**config.mk**
```make
export PLATFORM = sky130hd
export DESIGN_NAME = seg_xlate_front
export DESIGN_NICKNAME = d
export VERILOG_FILES = /design/src/rtl/sxf_pkg.sv /design/src/rtl/sxf_route_dec.sv /design/src/rtl/sxf_seg_base.sv /design/src/rtl/seg_xlate_front.sv
export SDC_FILE = /design/constraint.sdc
export NUM_CORES = 1
export LEC_CHECK = 0
export BUFFER_PORTS_ARGS = -buffer_cell sky130_fd_sc_hd__buf_2
export CELL_PAD_IN_SITES_DETAIL_PLACEMENT = 0
export CELL_PAD_IN_SITES_GLOBAL_PLACEMENT = 1
export CORE_AREA = 2 2 92 94
export DETAILED_ROUTE_END_ITERATION = 12
export DIE_AREA = 0 0 94 96
export GPL_ROUTABILITY_DRIVEN = 1
export PLACE_DENSITY = 0.94
export SLEW_MARGIN = 40
export SYNTH_ARGS = -nofsm -noshare
export SYNTH_HDL_FRONTEND = slang
export SYNTH_HIERARCHICAL = 1
export SYNTH_SLANG_ARGS = --single-unit
```
**constraint.sdc**
```tcl
create_clock -name vclk -period 7.7
set_input_delay 1.155 -clock vclk [all_inputs]
set_output_delay 1.155 -clock vclk [all_outputs]
set_load 0.03 [all_outputs]
```
**src/rtl/sxf_pkg.sv**
```systemverilog
package sxf_pkg;
    localparam int ADDR_W = 32;
    localparam int SEG_W  = 4;
    localparam int PERM_W = 3;
    localparam logic [PERM_W-1:0] PERM_ALL = '1;

    typedef enum logic [1:0] {
        ROUTE_BYPASS  = 2'd0,
        ROUTE_SEGMENT = 2'd1,
        ROUTE_PAGED   = 2'd2
    } route_t;
endpackage

```
**src/rtl/sxf_route_dec.sv**
```systemverilog
module sxf_route_dec
    import sxf_pkg::*;
#(
    parameter int CFG_W = 32,
    parameter logic [CFG_W-1:0] EN_MASK = 32'h0000_000C,
    parameter int SW = 4
) (
    input  logic [SW-1:0]    seg_i,
    input  logic             user_i,
    input  logic [CFG_W-1:0] gcfg_i,
    input  logic [CFG_W-1:0] mcfg_i,
    output route_t           route_o
);
    logic xl_on;
    logic seg_hit;

    always_comb begin
        xl_on   = |(gcfg_i & EN_MASK);
        seg_hit = mcfg_i[seg_i];
        if (!xl_on)
            route_o = ROUTE_BYPASS;
        else if (!user_i && seg_hit)
            route_o = ROUTE_SEGMENT;
        else
            route_o = ROUTE_PAGED;

        // enable bits clear means bypass, set means never bypass
        p_enable_r1: assert (((gcfg_i & EN_MASK) == '0) == (route_o == ROUTE_BYPASS));
        // user mode never reaches the segment route
        p_user_paged_r6: assert (!(user_i && route_o == ROUTE_SEGMENT));
    end
endmodule

```
**src/rtl/sxf_seg_base.sv**
```systemverilog
module sxf_seg_base #(
    parameter int SW = 4
) (
    input  logic [SW-1:0]                   seg_i,
    input  logic [SW*(2**(SW-1))-1:0]       kbase_lo_i,
    input  logic [SW*(2**(SW-1))-1:0]       kbase_hi_i,
    output logic [SW-1:0]                   base_o
);
    localparam int HALF = 2**(SW-1);

    logic [SW-1:0] lo_nib [HALF];
    logic [SW-1:0] hi_nib [HALF];

    genvar g;
    generate
        for (g = 0; g < HALF; g++) begin : g_nib
            assign lo_nib[g] = kbase_lo_i[g*SW +: SW];
            assign hi_nib[g] = kbase_hi_i[g*SW +: SW];
        end
    endgenerate

    always_comb begin
        if (seg_i[SW-1])
            base_o = hi_nib[seg_i[SW-2:0]];
        else
            base_o = lo_nib[seg_i[SW-2:0]];
        // segment zero always draws from the low register bottom nibble
        if (seg_i == '0)
            p_seg0_base_r4: assert (base_o == kbase_lo_i[SW-1:0]);
    end
endmodule

```
**src/rtl/seg_xlate_front.sv**
```systemverilog
module seg_xlate_front
    import sxf_pkg::*;
(
    input  logic              req_i,
    input  logic [31:0]       vaddr_i,
    input  logic              user_i,
    input  logic [31:0]       gcfg_i,
    input  logic [31:0]       mcfg_i,
    input  logic [31:0]       kbase_lo_i,
    input  logic [31:0]       kbase_hi_i,
    output logic              tlb_req_o,
    input  logic              tlb_valid_i,
    input  logic [31:0]       tlb_paddr_i,
    input  logic [2:0]        tlb_perm_i,
    input  logic              tlb_miss_i,
    output logic              xl_valid_o,
    output logic [31:0]       paddr_o,
    output logic [2:0]        perm_o,
    output logic              miss_o
);
    localparam int OFF_W = ADDR_W - SEG_W;

    route_t          route;
    logic [SEG_W-1:0] base_nib;
    logic [SEG_W-1:0] seg;

    assign seg = vaddr_i[ADDR_W-1 -: SEG_W];

    sxf_route_dec #(.CFG_W(32), .EN_MASK(32'h0000_000C), .SW(SEG_W)) u_route (
        .seg_i   (seg),
        .user_i  (user_i),
        .gcfg_i  (gcfg_i),
        .mcfg_i  (mcfg_i),
        .route_o (route)
    );

    sxf_seg_base #(.SW(SEG_W)) u_base (
        .seg_i      (seg),
        .kbase_lo_i (kbase_lo_i),
        .kbase_hi_i (kbase_hi_i),
        .base_o     (base_nib)
    );

    always_comb begin
        tlb_req_o  = 1'b0;
        xl_valid_o = req_i;
        paddr_o    = vaddr_i;
        perm_o     = PERM_ALL;
        miss_o     = 1'b0;
        unique case (route)
            ROUTE_BYPASS: begin
                paddr_o = vaddr_i;
            end
            ROUTE_SEGMENT: begin
                paddr_o = {base_nib, vaddr_i[OFF_W-1:0]};
            end
            ROUTE_PAGED: begin
                tlb_req_o  = req_i;
                xl_valid_o = req_i & tlb_valid_i;
                paddr_o    = tlb_paddr_i;
                perm_o     = tlb_perm_i;
                miss_o     = tlb_miss_i;
            end
            default: begin
                xl_valid_o = 1'b0;
            end
        endcase

        // idle requests produce nothing
        if (!req_i)
            p_idle_r8: assert (!xl_valid_o && !tlb_req_o);
        // non-paged routes never miss, never narrow rights, never query
        if (route != ROUTE_PAGED)
            p_direct_full_r5: assert (perm_o == 3'b111 && !miss_o && !tlb_req_o);
        // offset bits survive segment relocation
        if (route == ROUTE_SEGMENT)
            p_offset_kept_r5: assert (paddr_o[OFF_W-1:0] == vaddr_i[OFF_W-1:0]);
        // paged route copies the buffer result
        if (route == ROUTE_PAGED)
            p_paged_fwd_r7: assert (paddr_o == tlb_paddr_i && miss_o == tlb_miss_i);
    end
endmodule

```
After elaboration in Yosys (flattened, before gate mapping)
Index checks and enable logic that the tools add are counted.

Register bits after elaboration: 0. Input bits: 199. Output and inout bits: 38. Logic and storage cells: 27.

Magnitude comparators: 2. Eq/ne operators: 2. Multiplexer cells: 16. Bitwise operators: 2. Reduce and logical (&&, ||, !) cells: 5.

Operator list (count): 32-bit one-hot mux with 2 select lines (1); 4-bit binary-select mux with 3-bit select (2); 4-bit two-way mux (5); 4-bit by 6-bit less-than comparator with 1-bit output, second input constant (1); 1-bit binary-select mux with 4-bit select (1); 4-bit greater-or-equal comparator, second input constant (1); 2-bit two-way mux (2); 3-bit inverter with 4-bit output (1); 2-bit OR reduction (2); 1-bit two-way mux (3); 3-bit two-way mux (1); 2-bit by 1-bit equality test with 1-bit output, second input constant (1); 2-bit equality test, second input constant (1); 2-bit logical NOT (1); 1-bit one-hot mux with 2 select lines (1); 1-bit AND (1); 1-bit logical AND (1); 1-bit logical NOT (1).

Logic depth before layout (Yosys ltp)
Gate-level depths: netlist of the first run.

Depth in word-level cells: 8. Depth in mapped cells: 12. Mapped depth without buffers: 8.

Modules after synthesis
The synthesis of the first run kept the hierarchy.

By module, submodules not included: sxf_seg_base (instances 1, cells an instance 39, area each 554.3 um2); seg_xlate_front (instances 1, cells an instance 63, area each 509.2 um2); sxf_route_dec (instances 1, cells an instance 20, area each 182.7 um2).

Worst setup path before layout of the first run
OpenSTA, ideal clock, no wires.

Path kind: input-to-output. Start: in vaddr_i[28]. End: out paddr_o[10]. Data arrival time: 3.299 ns. Data required time: 6.545 ns. Slack: 3.246 ns. Stages: 12. Path buffers: 4. Cells stage by stage: buf_6 -> mux4_2 -> nand2b_1 -> nand3_2 -> o211a_1 -> inv_1 -> ha_1 -> buf_6 -> and2_4 -> buf_6 -> buf_8 -> a22o_1.

Cells in the longest elaborated chain, start to end: 7.

RTL lines: start: declaration (RTL line seg_xlate_front.sv:5) `input logic [31:0] vaddr_i,`; 1-bit binary-select mux with 4-bit select (*) (RTL line sxf_route_dec.sv:19) `seg_hit = mcfg_i[seg_i];`; 1-bit two-way mux (implied by the code) (*) (RTL line sxf_route_dec.sv:19); 1-bit logical AND (*) (RTL line sxf_route_dec.sv:22) `else if (!user_i && seg_hit)`; 2-bit two-way mux (*) (RTL line sxf_route_dec.sv:22); 2-bit two-way mux (*) (RTL line sxf_route_dec.sv:20) `if (!xl_on)`; via route[1] (RTL line seg_xlate_front.sv:23) `route_t route;`; 2-bit equality test or 2-bit by 1-bit equality test with 1-bit output (tied branches) (RTL line seg_xlate_front.sv:50) `unique case (route)`; 32-bit one-hot mux with 2 select lines (*) (RTL line seg_xlate_front.sv:50); end: declaration (RTL line seg_xlate_front.sv:17) `output logic [31:0] paddr_o,`.

The timed path passes the listed nets; every way through them passes the cells marked *. The select of a mux whose other input is x is not followed.

Final worst setup path of the first run
Start: in vaddr_i[28]. End: out paddr_o[22].

Same word-level chain as after synthesis.

==> run metrics, run 1 <==
setup ws final between 2 and 2.5 ns; ANT nets after route 0; Initial Util 15.48%; RD Place Congestion 0.7669; seq_cells 0; Comb pwr share 100.0%; Crit. End Element output pin; Buf+Inv Stages, Crit Path 3; GRT Util Overall 9.179%; Placement Cell Area 0.002205 mm²; Tightest Pin Transition 0.6111 ns; fin nets 505; Hold Crit Endpoint perm_o[0]; Worst Hold Launch tlb_perm_i[0]; CP Max Fanout 28; Worst Setup Start Kind input port; critical-path cell list buf_2 -> mux4_2 -> o211ai_2 -> o211a_1 -> inv_1 -> ha_1 -> nand2b_2 -> a22o_1 -> buf_2; CTS resizes 0; diode count 0; die height 96 µm; Remaining DRCs 0; final setup TNS 0 ns; Synthesized Nets between 300 and 400; Clk pwr share 0%; syn_area_per_cell 10.21 µm²; Worst Hold Class input port to output pin; CP Data Arrival Time 4.07 ns; # hold bufs at CTS 0; full die area 0.009024 mm²; first-pass GRT wire length 6617 µm; die width approximately 94 µm; Post-Route WL a little over 5000 µm; Seq pwr share 0%; hpwl dp ~4600 µm; Setup Viol. Count Final 0; PwrDens roughly 110 mW/mm²; RSZ-0062 raised after global routing false; YS warnings 6; Power Internal 0.00009890 W; outcome finished clean; Req. time, crit path around 6.6 ns; fin crit period approximately 5.2 ns; commonest non-fill, non-tap cell in the layout buf_2; Slew Viols, Final 0; number of clock buffers in the layout 0; worst slack, placed 2.383 ns; Initial DRC Count 31; sequential share of the synthesized area 0%; Post-Syn Area 0.001246 mm²; switching share of power 59.59%; Gate Count Post-Synth 122; Boundary Pins 237; Vias between 1500 and 2000; initial antenna violation count 0; largest net degree at the start of global routing 29; Synth cell types 27; vias in the first global route 1600; port bufs 191; sequential cell area 0 µm²; final hold violation count 0; Pre-Repair DR Iteration Count 4; final period utilization 67.80%; most frequent cells in the layout buf_2 (191), a22o_1 (28), mux4_1 (14), a22oi_1 (9), nand3_1 (9); # rows 33; Area Overhead vs Synth 76.91%; most numerous cell on the critical path buf_2; Setup Crit Path Kind input port to output pin; Leakage 1.239 nW; Post-CTS Setup Bufs 0; slowest cell on the critical path mux4_2; total of max-cap violations 0; CP peak stage delay 0.60 ns; worst hold path depth 3; fin area 0.002205 mm²; layout cells sized above 1 66.33%; peak supply drop 0.00005524 V; f_max 0.1915 GHz; Vias/cell ~4.5; delay-heaviest family, CP buffers and inverters; WL per Instance 12.61 µm; Switch Pwr roughly 0.00015 W; grt ovf 0; Slew headroom a little under 60%; core area 0.008051 mm²
==> layout make-up <==
type / instances / area [µm²]
fillers: 876 / 5847
multi-input cells: 107 / 1110
inverters: 2 / 7.507
well taps: 105 / 131.4
repair buffers: 191 / 955.9
==> worst min-delay path, delay by kind of cell <==
family	cells	cell delay, ns
simple gates	1	0.08
buf+inv	2	0.26
==> per-layer routing <==
layer  up-vias  global-route usage (%)  wire length [µm]
li1        879                       -                 -
met1       812                   8.222              1731
met2       137                   21.13              2712
met3         8                  0.7048               538
met4         0                   2.295               125
met5         -                       0                 0
==> how the worst max path moves through the flow <==
stage	from	endpoint	cells past startpoint
2_1_floorplan	vaddr_i[28]	paddr_o[10]	12
3_3_place_gp	vaddr_i[28]	paddr_o[2]	10
3_5_place_dp	vaddr_i[28]	paddr_o[22]	9
4_1_cts	vaddr_i[28]	paddr_o[14]	9
5_1_grt	vaddr_i[28]	paddr_o[2]	9
6_report	vaddr_i[28]	paddr_o[22]	9
==> synth_stat cells (all sizes together) <==
cell    instances  area share (%)
nor2            8             2.4
clkbuf          1            0.30
a21oi           6             2.4
mux4           18              37
o211a           1            0.80
a211oi          1            0.60
o211ai          1             1.0
and2            3             1.7
nand2b          6             3.0
a22oi           9             5.4
nor2b           2             1.0
inv             2            0.60
mux2i           4             3.2
nor3b           1            0.60
a22o           28              20
nand2           4             1.2
and2b           1            0.60
buf            12              10
ha              4             4.0
nand3          10             4.4
==> through the flow <==
stage                     total power, W  cells  util [%]  hold slack (ns)
final                          0.0002448    405     27.38            2.646
after global routing           0.0002632    405     27.38            2.665
after CTS                      0.0002483    405     27.38            2.649
after detailed placement       0.0002478    405     27.38            2.644
after global placement         0.0002437    405     27.35            2.644
after floorplan                0.0001762    122         -            2.512
==> power by group through the flow <==
stage	sequential, W	clock (W)	combinational (W)
floorplan	0	0	0.000176
global route	0	0	0.000263
finish	0	0	0.000245
detailed placement	0	0	0.000248
CTS	0	0	0.000248
global placement	0	0	0.000244
==> cells by family after synthesis <==
kind of cell    after synthesis  synth area share (%)
compound gates               46                 29.92
simple gates                 35                 14.96
mux                          22                 39.96
buf+inv                      15                 11.14
fa+ha+maj                     4                 4.016
(Power assumes the default switching activity.)
==> run 2: changes to the inputs <==
==> constraint.sdc (replaced) <==
create_clock -name vclk -period 4.96
set_input_delay 0.744 -clock vclk [all_inputs]
set_output_delay 0.744 -clock vclk [all_outputs]
set_load 0.03 [all_outputs]
==> run 2 against run 1 <==
Power up 56%. Cell area up 0.57%. Global-route usage up 0.48 points. First-iteration DRC count down 48%. Combinational power up 56%. Largest cell class unchanged. Highest routed layer unchanged.
==> run metrics, run 2 (synthesis gave the netlist of run 1 again) <==
outcome finished clean; Req. time, crit path 4.22 ns (-2.33 ns); RD Place Congestion 0.7697 (+0.37%); diode count 0 (unchanged); Setup Crit Path Kind input port to output pin; final setup TNS 0 ns (unchanged); CP peak stage delay 0.50 ns (-0.10 ns); total of max-cap violations 0 (unchanged); ANT nets after route 0 (unchanged); Initial DRC Count 16 (-48%); Initial Util 15.48% (unchanged); f_max 0.2507 GHz; hpwl dp 4618 µm (+1.4%); vias in the first global route 1698 (+6.1%); CTS resizes 0 (unchanged); Buf+Inv Stages, Crit Path 3 (unchanged); Leakage 1.249 nW (+0.79%); GRT Util Overall 9.655% (+0.48 points); critical-path cell list buf_2 -> mux4_2 -> nand2b_1 -> nand3_2 -> a21oi_1 -> inv_1 -> ha_1 -> and2_4 -> a22o_1 -> buf_2; Switch Pwr 0.0002263 W (+55%); Power Total 0.0003820 W (+56%); initial antenna violation count 0 (unchanged); Critical Path End paddr_o[14]; core area 0.008051 mm² (unchanged); Remaining DRCs 0 (unchanged); Slew Viols, Final 0 (unchanged); switching share of power 59.24% (-0.35 points); # rows 33 (unchanged); commonest non-fill, non-tap cell in the layout buf_2; Boundary Pins 237 (unchanged); die width 94 µm (unchanged); most numerous cell on the critical path buf_2; PwrDens 172.3 mW/mm² (+55%); fin nets 507 (+0.40%); RSZ-0062 raised after global routing false; most frequent cells in the layout buf_2 (191), a22o_1 (28), mux4_1 (14), a22oi_1 (9), nand3_1 (9); final period utilization between 80 and 90%; Post-CTS Setup Bufs 0 (unchanged); first-pass GRT wire length 6900 µm (+4.3%); sequential cell area 0 µm² (unchanged); fin crit period 3.988 ns; delay-heaviest family, CP buffers and inverters; Worst Hold Class input port to output pin; Comb pwr share 100.0% (about the same); Post-Route WL 5175 µm (+1.3%); Area Overhead vs Synth 77.91%; die height 96 µm (unchanged); Power Internal 0.0001557 W (+57%); Fill cells 877 (+0.11%); Worst setup startpoint vaddr_i[29]; Worst path depth 10 (+1); grt ovf 0 (unchanged); Vias 1858 (+1.2%); largest net degree at the start of global routing 29 (unchanged); # hold bufs at CTS 0 (unchanged); peak supply drop 0.00008002 V (+45%); CP Max Fanout 28 (unchanged); slowest cell on the critical path ha_1; Vias/cell 4.565 (+0.70%); WL per Instance 12.71 µm (+0.81%); Tightest Pin Transition 0.4627 ns (-0.1484 ns); seq_cells 0 (unchanged); Clk pwr share 0% (unchanged); Seq pwr share 0% (unchanged); Crit. End Element output pin; Slew headroom 69.15% (+9.9 points); number of clock buffers in the layout 0 (unchanged); Worst Setup Start Kind input port; full die area 0.009024 mm² (unchanged); Setup Viol. Count Final 0 (unchanged); port bufs 191 (unchanged); CP Data Arrival Time 3.24 ns (-0.83 ns); final hold violation count 0 (unchanged); Pre-Repair DR Iteration Count 5 (+1); layout cells sized above 1 66.23% (-0.11 points)
## run 2: cell types whose count changed in the layout (fill, tap and decap cells not counted), sizes merged
cell and change:
buf +2
## run 2: area by class of cell
type / instances / area, µm² / share of cell area [%]
well taps: 105 / 131.4 / 5.925
repair buffers: 193 / 970.9 / 43.79
inverters: 2 / 7.507 / 0.3386
multi-input cells: 107 / 1107 / 49.94
## run 2: power by group through the flow
stage	sequential (W)	combinational, W	clock (W)
after floorplan	0	0.000274	0
after global placement	0	0.000381	0
after detailed placement	0	0.000387	0
after CTS	0	0.000387	0
after global routing	0	0.000413	0
final	0	0.000382	0
## run 2: how the worst min path moves through the flow
stage,end,slack (ns),cells past startpoint,startpoint
6_report,perm_o[1],1.82,3,tlb_perm_i[1]
5_1_grt,perm_o[1],1.85,3,tlb_perm_i[1]
4_1_cts,perm_o[1],1.83,3,tlb_perm_i[1]
3_5_place_dp,perm_o[1],1.82,3,tlb_perm_i[1]
3_3_place_gp,perm_o[2],1.82,3,tlb_perm_i[2]
2_1_floorplan,paddr_o[29],1.69,2,vaddr_i[29]
## run 2: metrics by stage
step | std cells | hold WS, ns | util [%] | worst slack, ns | area, µm²
after global placement | 407 | 1.821 | 27.54 | 0.9661 | 2217
after global routing | 407 | 1.854 | 27.54 | 0.7206 | 2217
after detailed placement | 407 | 1.822 | 27.54 | 0.9336 | 2217
after floorplan | 122 | 1.690 | - | 1.328 | 1246
after CTS | 407 | 1.827 | 27.54 | 0.9350 | 2217
final | 407 | 1.824 | 27.54 | 0.9716 | 2217
## run 2: metal layers
metal	track usage [%]	wire length, µm	vias up
met1	8.547	1681	833
met5	0	0	-
met4	2.899	140	0
met2	22.14	2832	134
met3	0.7048	521	8
li1	-	-	883
==> run 3: changes to the inputs <==
--- a/config.mk
+++ b/config.mk
@@ -5,14 +5,15 @@
 export SDC_FILE = /design/constraint.sdc
 export NUM_CORES = 1
 export LEC_CHECK = 0
+export ABC_AREA = 1
 export BUFFER_PORTS_ARGS = -buffer_cell sky130_fd_sc_hd__buf_2
 export CELL_PAD_IN_SITES_DETAIL_PLACEMENT = 0
 export CELL_PAD_IN_SITES_GLOBAL_PLACEMENT = 1
-export CORE_AREA = 2 2 92 94
+export CORE_MARGIN = 1
+export CORE_UTILIZATION = 17
 export DETAILED_ROUTE_END_ITERATION = 12
-export DIE_AREA = 0 0 94 96
 export GPL_ROUTABILITY_DRIVEN = 1
-export PLACE_DENSITY = 0.94
+export PLACE_DENSITY = 0.92
 export SLEW_MARGIN = 40
 export SYNTH_ARGS = -nofsm -noshare
 export SYNTH_HDL_FRONTEND = slang
==> constraint.sdc (replaced) <==
create_clock -name vclk -period 3.75
set_input_delay 0.5625 -clock vclk [all_inputs]
set_output_delay 0.5625 -clock vclk [all_outputs]
set_load 0.03 [all_outputs]
==> run 3 against run 2 <==
Global-route usage up 2.7 points. Worst hold slack worse by 0.38 ns. Worst setup slack worse by 0.58 ns. Combinational power up 43%. Non-clock buffer count up 2. Power up 43%. Critical path depth up 5. Critical path type unchanged. Wire length up 39%. Synthesized cell count rose to 3.2 times the previous value. Sequential share of layout area unchanged. Core utilization down 0.42 points. Die area up 21%.
==> run metrics, run 3 <==
final hold violation count 0 (unchanged); diode count 0 (unchanged); Leakage 1.957 nW (+57%); Boundary Pins 237 (unchanged); Pre-Repair DR Iteration Count 6 (+1); core area 0.01023 mm² (+27%); f_max 0.2974 GHz; most frequent cells in the layout buf_2 (191), nand2_1 (182), nand3_1 (87), inv_1 (70), nand2_2 (9); RD Place Congestion 0.7278 (-5.4%); YS warnings 6 (unchanged); Synth area leaders nand2_1 (38%), nand3_1 (24%), inv_1 (15%); commonest non-fill, non-tap cell in the layout buf_2; RSZ-0062 raised after global routing false; Req. time, crit path 3.19 ns (-1.03 ns); Initial Util 17.43% (+1.9 points); Vias/cell 3.949 (-14%); sequential share of the synthesized area 0% (unchanged); Setup Crit Path Kind input port to output pin; Worst setup startpoint vaddr_i[28]; fin crit period 3.362 ns; first-pass GRT wire length 11330 µm (+64%); GRT Util Overall 12.31% (+2.7 points); area leader, netlist nand2_1; seq_cells 0 (unchanged); ANT nets after route 0 (unchanged); Tightest Pin Transition 0.4489 ns (-0.01378 ns); CTS resizes 0 (unchanged); Slew headroom 70.07% (+0.92 points); die width 104.4 µm (+11%); CP Data Arrival Time 2.80 ns (-0.44 ns); Crit. End Element output pin; most frequent cell after synthesis nand2_1; fin nets 770 (+52%); Post-CTS Setup Bufs 0 (unchanged); Vias 2768 (+49%); WL per Instance 10.29 µm (-19%); outcome finished clean; total of max-cap violations 0 (unchanged); commonest cells in the netlist nand2_1 (182), nand3_1 (87), inv_1 (70); fin area 0.002774 mm² (+25%); hold slack 1.446 ns (-0.3783 ns); Worst Hold Class input port to output pin; # rows 37 (+12%); number of clock buffers in the layout 0 (unchanged); Post-Syn Area 0.001783 mm² (+43%); full die area 0.01090 mm² (+21%); # hold bufs at CTS 0 (unchanged); Synth cell types 19 (-30%); vias in the first global route 2409 (+42%); CP Max Fanout 26 (-7.1%); Worst Setup Start Kind input port; Area Overhead vs Synth 55.58%; Finished Core Util 27.11% (-0.42 points); Synthesized Nets 595 (+83%); PwrDens 197.3 mW/mm² (+15%); Fill cells 1216 (+39%); final period utilization 89.65%; port bufs 191 (unchanged); Placement Cell Area 0.002774 mm² (+25%); syn_area_per_cell 4.548 µm² (-55%); Worst Hold Launch tlb_perm_i[1]; grt ovf 0 (unchanged); die height 104.4 µm (+8.8%); initial antenna violation count 0 (unchanged); Slew Viols, Final 0 (unchanged); Post-Route WL 7213 µm (+39%); post-synth top area share 38.32% (+8.8 points); sequential cell area 0 µm² (unchanged); Gate Count Post-Synth 392 (+220%); largest net degree at the start of global routing 33 (+14%); Setup Viol. Count Final 0 (unchanged); hpwl dp 5918 µm (+28%); final setup TNS 0 ns (unchanged); Initial DRC Count 104 (+88); peak supply drop 0.00007440 V (-7.0%); layout cells sized above 1 38.05% (-28 points); Remaining DRCs 0 (unchanged)
-- run 3: power by group --
part	internal, W	switching (W)
Clock	0	0
Combinational	0.000190	0.000357
Sequential	0	0
-- run 3: layer usage --
metal  vias up  GRT usage, %  routed length [µm]
li1       1519             -                   -
met1      1167         17.41                3492
met2        78         21.38                3431
met3         4        0.3759                 246
met4         0         1.020                  42
met5         -             0                   0
-- run 3: worst paths after layout --
| check | endpoint | slack [ns] | depth (start not counted) |
|---|---|---|---|
| setup / recovery | paddr_o[23] | 0.39 | 15 |
| hold / removal | perm_o[1] | 1.45 | 4 |
-- run 3: layout make-up --
| class | instances | area, µm² | share of cell area, % |
|---|---|---|---|
| repair buffers | 195 | 1011 | 36.45 |
| well taps | 136 | 170.2 | 6.134 |
| inverters | 79 | 309.0 | 11.14 |
| multi-input cells | 291 | 1284 | 46.28 |
-- run 3: logic make-up after synthesis --
group | share of synthesized area (%)
adders and majority gates | 2.807
and+or+nand+nor | 68.63
buffers and inverters | 28.00
AOI/OAI and AO/OA | 0.5614
-- run 3: through the flow --
stage | cells | total power (W) | setup WS (ns)
floorplan | 392 | 0.0003783 | 0.9716
global placement | 701 | 0.0005518 | 0.3910
detailed placement | 701 | 0.0005515 | 0.3807
CTS | 701 | 0.0005529 | 0.3757
global route | 701 | 0.0006009 | 0.1158
finish | 701 | 0.0005473 | 0.3880
-- run 3: critical path, cell delays in order --
cell	delay (ns)
buf_2	0.26
inv_6	0.08
nand2_2	0.06
nand2_1	0.05
nand2_1	0.05
nand3_1	0.07
nand3_1	0.08
nand2_1	0.07
a21oi_1	0.23
inv_1	0.10
ha_1	0.58
buf_12	0.23
nand3_1	0.08
nand2_1	0.10
buf_2	0.20
